`src/rtl/segxlate_pkg.sv`:
```
package segxlate_pkg;

  typedef enum logic [1:0] {
    ACC_READ  = 2'b00,
    ACC_WRITE = 2'b01,
    ACC_FETCH = 2'b10,
    ACC_RSVD  = 2'b11
  } acc_e;

  typedef enum logic [1:0] {
    PROT_ANY  = 2'b00,
    PROT_RO   = 2'b01,
    PROT_XO   = 2'b10,
    PROT_DATA = 2'b11
  } prot_e;

  typedef enum logic [1:0] {
    FLT_NONE    = 2'b00,
    FLT_INVALID = 2'b01,
    FLT_LIMIT   = 2'b10,
    FLT_PROT    = 2'b11
  } fault_e;

  // Access rule per protection code
  function automatic logic access_ok(input logic [1:0] prot, input logic [1:0] acc);
    logic ok;
    ok = 1'b0;
    if (acc != ACC_RSVD) begin
      case (prot)
        PROT_ANY:  ok = 1'b1;
        PROT_RO:   ok = (acc == ACC_READ);
        PROT_XO:   ok = (acc == ACC_FETCH);
        default:   ok = (acc != ACC_FETCH);
      endcase
    end
    return ok;
  endfunction

  // Fault priority: invalid, then limit, then protection
  function automatic fault_e pick_fault(input logic vld, input logic over, input logic ok);
    if (!vld)      return FLT_INVALID;
    else if (over) return FLT_LIMIT;
    else if (!ok)  return FLT_PROT;
    else           return FLT_NONE;
  endfunction

endpackage

```
`src/rtl/segxlate_table.sv`:
```
module segxlate_table #(
  parameter int SEG_W  = 2,
  parameter int DISP_W = 8,
  parameter int PA_W   = 10
) (
  input  logic              clk,
  input  logic              rst_n,
  input  logic              wr_en,
  input  logic [SEG_W-1:0]  wr_seg,
  input  logic              wr_valid,
  input  logic [1:0]        wr_prot,
  input  logic [DISP_W-1:0] wr_limit,
  input  logic [PA_W-1:0]   wr_base,
  input  logic [SEG_W-1:0]  rd_seg,
  output logic              rd_valid,
  output logic [1:0]        rd_prot,
  output logic [DISP_W-1:0] rd_limit,
  output logic [PA_W-1:0]   rd_base
);
  localparam int NSEG = 1 << SEG_W;

  logic              ent_valid [NSEG];
  logic [1:0]        ent_prot  [NSEG];
  logic [DISP_W-1:0] ent_limit [NSEG];
  logic [PA_W-1:0]   ent_base  [NSEG];

  for (genvar g = 0; g < NSEG; g++) begin : g_ent
    logic sel;
    assign sel = wr_en && (wr_seg == SEG_W'(g));
    always_ff @(posedge clk) begin
      if (!rst_n) begin
        ent_valid[g] <= 1'b0;
        ent_prot[g]  <= '0;
        ent_limit[g] <= '0;
        ent_base[g]  <= '0;
      end else if (sel) begin
        ent_valid[g] <= wr_valid;
        ent_prot[g]  <= wr_prot;
        ent_limit[g] <= wr_limit;
        ent_base[g]  <= wr_base;
      end
    end
  end

  assign rd_valid = ent_valid[rd_seg];
  assign rd_prot  = ent_prot[rd_seg];
  assign rd_limit = ent_limit[rd_seg];
  assign rd_base  = ent_base[rd_seg];
endmodule

```
`src/rtl/segxlate_check.sv`:
```
module segxlate_check
  import segxlate_pkg::*;
#(
  parameter int DISP_W = 8,
  parameter int PA_W   = 10
) (
  input  logic              lk_valid,
  input  logic [1:0]        lk_prot,
  input  logic [DISP_W-1:0] lk_limit,
  input  logic [PA_W-1:0]   lk_base,
  input  logic [DISP_W-1:0] disp,
  input  logic [1:0]        acc,
  output logic              over_limit,
  output logic              acc_allowed,
  output logic [1:0]        fault,
  output logic [PA_W-1:0]   pa
);
  function automatic logic [PA_W-1:0] add_base(input logic [PA_W-1:0] base,
                                               input logic [DISP_W-1:0] d);
    return base + PA_W'(d);
  endfunction

  assign over_limit  = disp > lk_limit;
  assign acc_allowed = access_ok(lk_prot, acc);
  assign fault       = pick_fault(lk_valid, over_limit, acc_allowed);
  assign pa          = (fault == FLT_NONE) ? add_base(lk_base, disp) : '0;
endmodule

```
`src/rtl/segxlate.sv`:
```
module segxlate #(
  parameter int SEG_W  = 2,
  parameter int DISP_W = 8,
  parameter int PA_W   = 10
) (
  input  logic              clk,
  input  logic              rst_n,
  input  logic              req_valid,
  input  logic [SEG_W-1:0]  req_seg,
  input  logic [DISP_W-1:0] req_disp,
  input  logic [1:0]        req_acc,
  input  logic              wr_en,
  input  logic [SEG_W-1:0]  wr_seg,
  input  logic              wr_valid,
  input  logic [1:0]        wr_prot,
  input  logic [DISP_W-1:0] wr_limit,
  input  logic [PA_W-1:0]   wr_base,
  output logic              rsp_valid,
  output logic [1:0]        rsp_fault,
  output logic [PA_W-1:0]   rsp_pa
);
  logic              lk_valid;
  logic [1:0]        lk_prot;
  logic [DISP_W-1:0] lk_limit;
  logic [PA_W-1:0]   lk_base;
  logic              chk_over;
  logic              chk_allowed;
  logic [1:0]        chk_fault;
  logic [PA_W-1:0]   chk_pa;

  segxlate_table #(.SEG_W(SEG_W), .DISP_W(DISP_W), .PA_W(PA_W)) table_i (
    .clk(clk), .rst_n(rst_n),
    .wr_en(wr_en), .wr_seg(wr_seg), .wr_valid(wr_valid), .wr_prot(wr_prot),
    .wr_limit(wr_limit), .wr_base(wr_base),
    .rd_seg(req_seg),
    .rd_valid(lk_valid), .rd_prot(lk_prot), .rd_limit(lk_limit), .rd_base(lk_base)
  );

  segxlate_check #(.DISP_W(DISP_W), .PA_W(PA_W)) check_i (
    .lk_valid(lk_valid), .lk_prot(lk_prot), .lk_limit(lk_limit), .lk_base(lk_base),
    .disp(req_disp), .acc(req_acc),
    .over_limit(chk_over), .acc_allowed(chk_allowed),
    .fault(chk_fault), .pa(chk_pa)
  );

  always_ff @(posedge clk) begin
    if (!rst_n) begin
      rsp_valid <= 1'b0;
      rsp_fault <= '0;
      rsp_pa    <= '0;
    end else begin
      rsp_valid <= req_valid;
      rsp_fault <= req_valid ? chk_fault : 2'b00;
      rsp_pa    <= req_valid ? chk_pa : '0;
    end
  end
endmodule

```
`config.mk`:
```
export PLATFORM = sky130hd
export DESIGN_NAME = segxlate
export DESIGN_NICKNAME = d
export VERILOG_FILES = /design/src/rtl/segxlate_pkg.sv /design/src/rtl/segxlate_table.sv /design/src/rtl/segxlate_check.sv /design/src/rtl/segxlate.sv
export SDC_FILE = /design/constraint.sdc
export NUM_CORES = 1
export LEC_CHECK = 0
export BUFFER_PORTS_ARGS = -buffer_cell sky130_fd_sc_hd__clkbuf_2
export CAP_MARGIN = 20
export CORE_MARGIN = 10
export CORE_UTILIZATION = 50
export CTS_BUF_LIST = sky130_fd_sc_hd__clkbuf_8
export CTS_CLUSTER_SIZE = 28
export DETAILED_ROUTE_END_ITERATION = 10
export PLACE_DENSITY = 0.73
export SETUP_SLACK_MARGIN = 0.05
export SLEW_MARGIN = 5
export SYNTH_ARGS = -nofsm -noshare
export SYNTH_HDL_FRONTEND = slang
export SYNTH_SLANG_ARGS = --single-unit
```
`constraint.sdc`:
```
create_clock -name clk -period 6.6 [get_ports clk]
set_input_delay 1.32 -clock clk [delete_from_list [all_inputs] [get_ports clk]]
set_output_delay 1.32 -clock clk [all_outputs]
set_load 0.01 [all_outputs]
```
==> impl_metrics.json <==
{
  "yosys_most_used_dff": "edfxtp_1",
  "grt_pass1_wl_um": 14500,
  "synth_area_leaders": "edfxtp_1, and2_1, mux4_2",
  "reg2reg_depth": 8,
  "synth-seq-cells": 97,
  "mappedNetlistArea_um2": 4620,
  "globalRoute.totalOverflow": 0,
  "die_h_um": 116,
  "ioPinCount": 52,
  "detail-route-antenna-nets": 0,
  "synth.top_cell.area_share": 0.539,
  "critical_path_required_ns": 6.87,
  "drtIter0Drc": 161,
  "die-area_um2": 13500,
  "hold_path.class": "reg2reg",
  "synth_nets": 380,
  "powerDensity_nw_per_um2": 249,
  "cts-root-buf": "clkbuf_8",
  "ir_drop_uv": 108,
  "fin_skew_ns": 0.0105,
  "routedWlPerCell_um": 18.5,
  "hold-path-cell-count": 1,
  "grt_setup_unrepaired": "no",
  "fin_crit_sh": 0.589,
  "grtUsageMet2": 0.240,
  "setup_tns_ns": 0,
  "synth-seq-area-share": 0.600,
  "power.leakage_nw": 2.03,
  "synth_common_cells": "and2_1, edfxtp_1, mux4_2",
  "dp_cells": 479,
  "drt_pass1_iterations": 4,
  "routed_wl_um": 9140,
  "final_cells": 495,
  "dp_hpwl_um": 6030,
  "reg2reg_setup_slack_ns": 4.07,
  "min_to": "table_i.ent_valid[2]",
  "finalMaxSlewViolations": 0,
  "cp-end-kind": "flip-flop",
  "ctsHtreeMaxLevel": 3,
  "cts_resized": 0,
  "fillers": 793,
  "synth.most_common_cell": "and2_1",
  "cts_tree": "yes",
  "num_rows": 35,
  "grt_pass1_vias": 2901,
  "rr_startpoint": "table_i.ent_limit[3][7]",
  "avgSynthCellArea_um2": 14.3,
  "track_usage": 0.143,
  "post_cts_buffers": 0,
  "routed-via-count": 2683,
  "die_w_um": 116,
  "initial_core_util": 0.508,
  "met3_usage": 0.0308,
  "synthArstFlopShare": 0,
  "cts.clk_slew.worst_paths_ns": 0.11,
  "critPathMaxFanout": 21,
  "setup_viol": 0,
  "outcome": "complete, no violations",
  "grt_max_degree": 22,
  "period_minus_slack_ns": 3.89,
  "maxCapViolCount": 0,
  "synthCells": 324,
  "antenna_found_initial": 0,
  "core_um2": 9110,
  "gp_congestion": 0.746,
  "tightest_slew_ns": 1.05,
  "synth_edf_count": 83,
  "slew_headroom": 0.298,
  "clock-sinks": 97,
  "crit-reg2reg-capture": "rsp_pa[3]",
  "drive_gt1_frac": 0.284,
  "post-place-ws_ns": 2.28,
  "use_met1": 0.176,
  "drc": 0,
  "yosys.area.top_type": "edfxtp_1",
  "arrival_ns": 4.15,
  "nets": 435,
  "cts_buffer_depth": 2,
  "clk_latency_ns": 0.37,
  "drt-vias-per-instance": 5.42,
  "cts_hold_buf": 0,
  "setup_ws_ns": 2.71,
  "syn_to_final_growth_pct": 12.9,
  "ys_warn_count": 0,
  "hold_violations": 0,
  "hp-start": "table_i.ent_valid[2]",
  "netlist-cell-type-count": 38,
  "fmax_mhz": 257,
  "worstSetupPathType": "in2reg",
  "cp-start-kind": "input port",
  "antenna_cells": 0,
  "grt.busiest_layer": "met2",
  "numCtsBuffers": 9,
  "place.port_buffers": 51
}
-- state kept, by name, summed over array words and instances, names as in the netlist --
register / count
rsp_valid: 1
rsp_pa: 10
table_i.ent_base: 40
table_i.ent_valid: 4
table_i.ent_prot: 8
table_i.ent_limit: 32
rsp_fault: 2
-- final cells by class --
cell class | instances | area, µm² | area share
Inverter | 14 | 52.6 | 0.0101
Multi-Input combinational cell | 199 | 1740 | 0.333
Sequential cell | 97 | 2770 | 0.531
Clock inverter | 7 | 85.1 | 0.0163
Tap cell | 111 | 139 | 0.0266
Clock buffer | 9 | 124 | 0.0237
Timing Repair Buffer | 58 | 308 | 0.0590
-- per-layer routing --
metal	routed length, µm	vias up
li1	-	1297
met1	4010	1312
met2	4510	63
met3	483	11
met4	131	0
met5	0	-
-- report_power, final --
part           switching [mW]  total (mW)  internal, mW
Combinational           0.101       0.180        0.0793
Clock                   0.223       0.406         0.183
Sequential            0.00942       0.716         0.706
-- metrics by stage --
stage / hold slack (ns) / util / area [µm²] / power [mW]
floorplan: 0.463 / - / 4620 / 0.857
global placement: 0.489 / 0.550 / 5010 / 0.906
detailed placement: 0.497 / 0.550 / 5010 / 0.912
CTS: 0.521 / 0.573 / 5220 / 1.31
global route: 0.538 / 0.573 / 5220 / 1.36
finish: 0.515 / 0.573 / 5220 / 1.30
-- layout by cell type, fill, tap and decap left out, types with 8 or more instances in the layout --
cell / Yosys / routed
edfxtp_1: 83 / 83
ha_1: 16 / 16
clkbuf_2: 0 / 51
dfxtp_1: 14 / 14
inv_1: 14 / 14
clkbuf_8: 0 / 9
nand2_1: 10 / 10
and2_1: 85 / 85
nor3_2: 8 / 8
mux4_2: 21 / 21
-- kinds of logic after synthesis --
family,synth area share
and+or+nand+nor,0.163
DFF,0.600
AOI/OAI and AO/OA,0.0490
buffers and inverters,0.0268
muxes,0.102
adders and majority gates,0.0476
xor gates and xnor gates,0.0114
-- how the worst max path moves through the flow --
stage / from / end / slack, ns / cells after the start
floorplan: req_seg[0] / rsp_pa[8] / 2.83 / 10
global placement: req_seg[0] / rsp_pa[3] / 2.30 / 9
detailed placement: req_seg[0] / rsp_pa[3] / 2.28 / 9
CTS: req_seg[0] / rsp_pa[3] / 2.66 / 9
global route: req_seg[0] / rsp_pa[3] / 2.46 / 9
finish: req_seg[0] / rsp_pa[3] / 2.71 / 9
-- critical path: stages --
cell      delay (ns)
clkbuf_2        0.63
mux4_2          0.59
inv_1           0.06
ha_1            0.15
nand4_1         0.11
or3_1           0.39
nand2_1         0.07
nand3b_1        0.42
nor4_1          0.40
No activity file was read; power rests on OpenSTA's default activity.
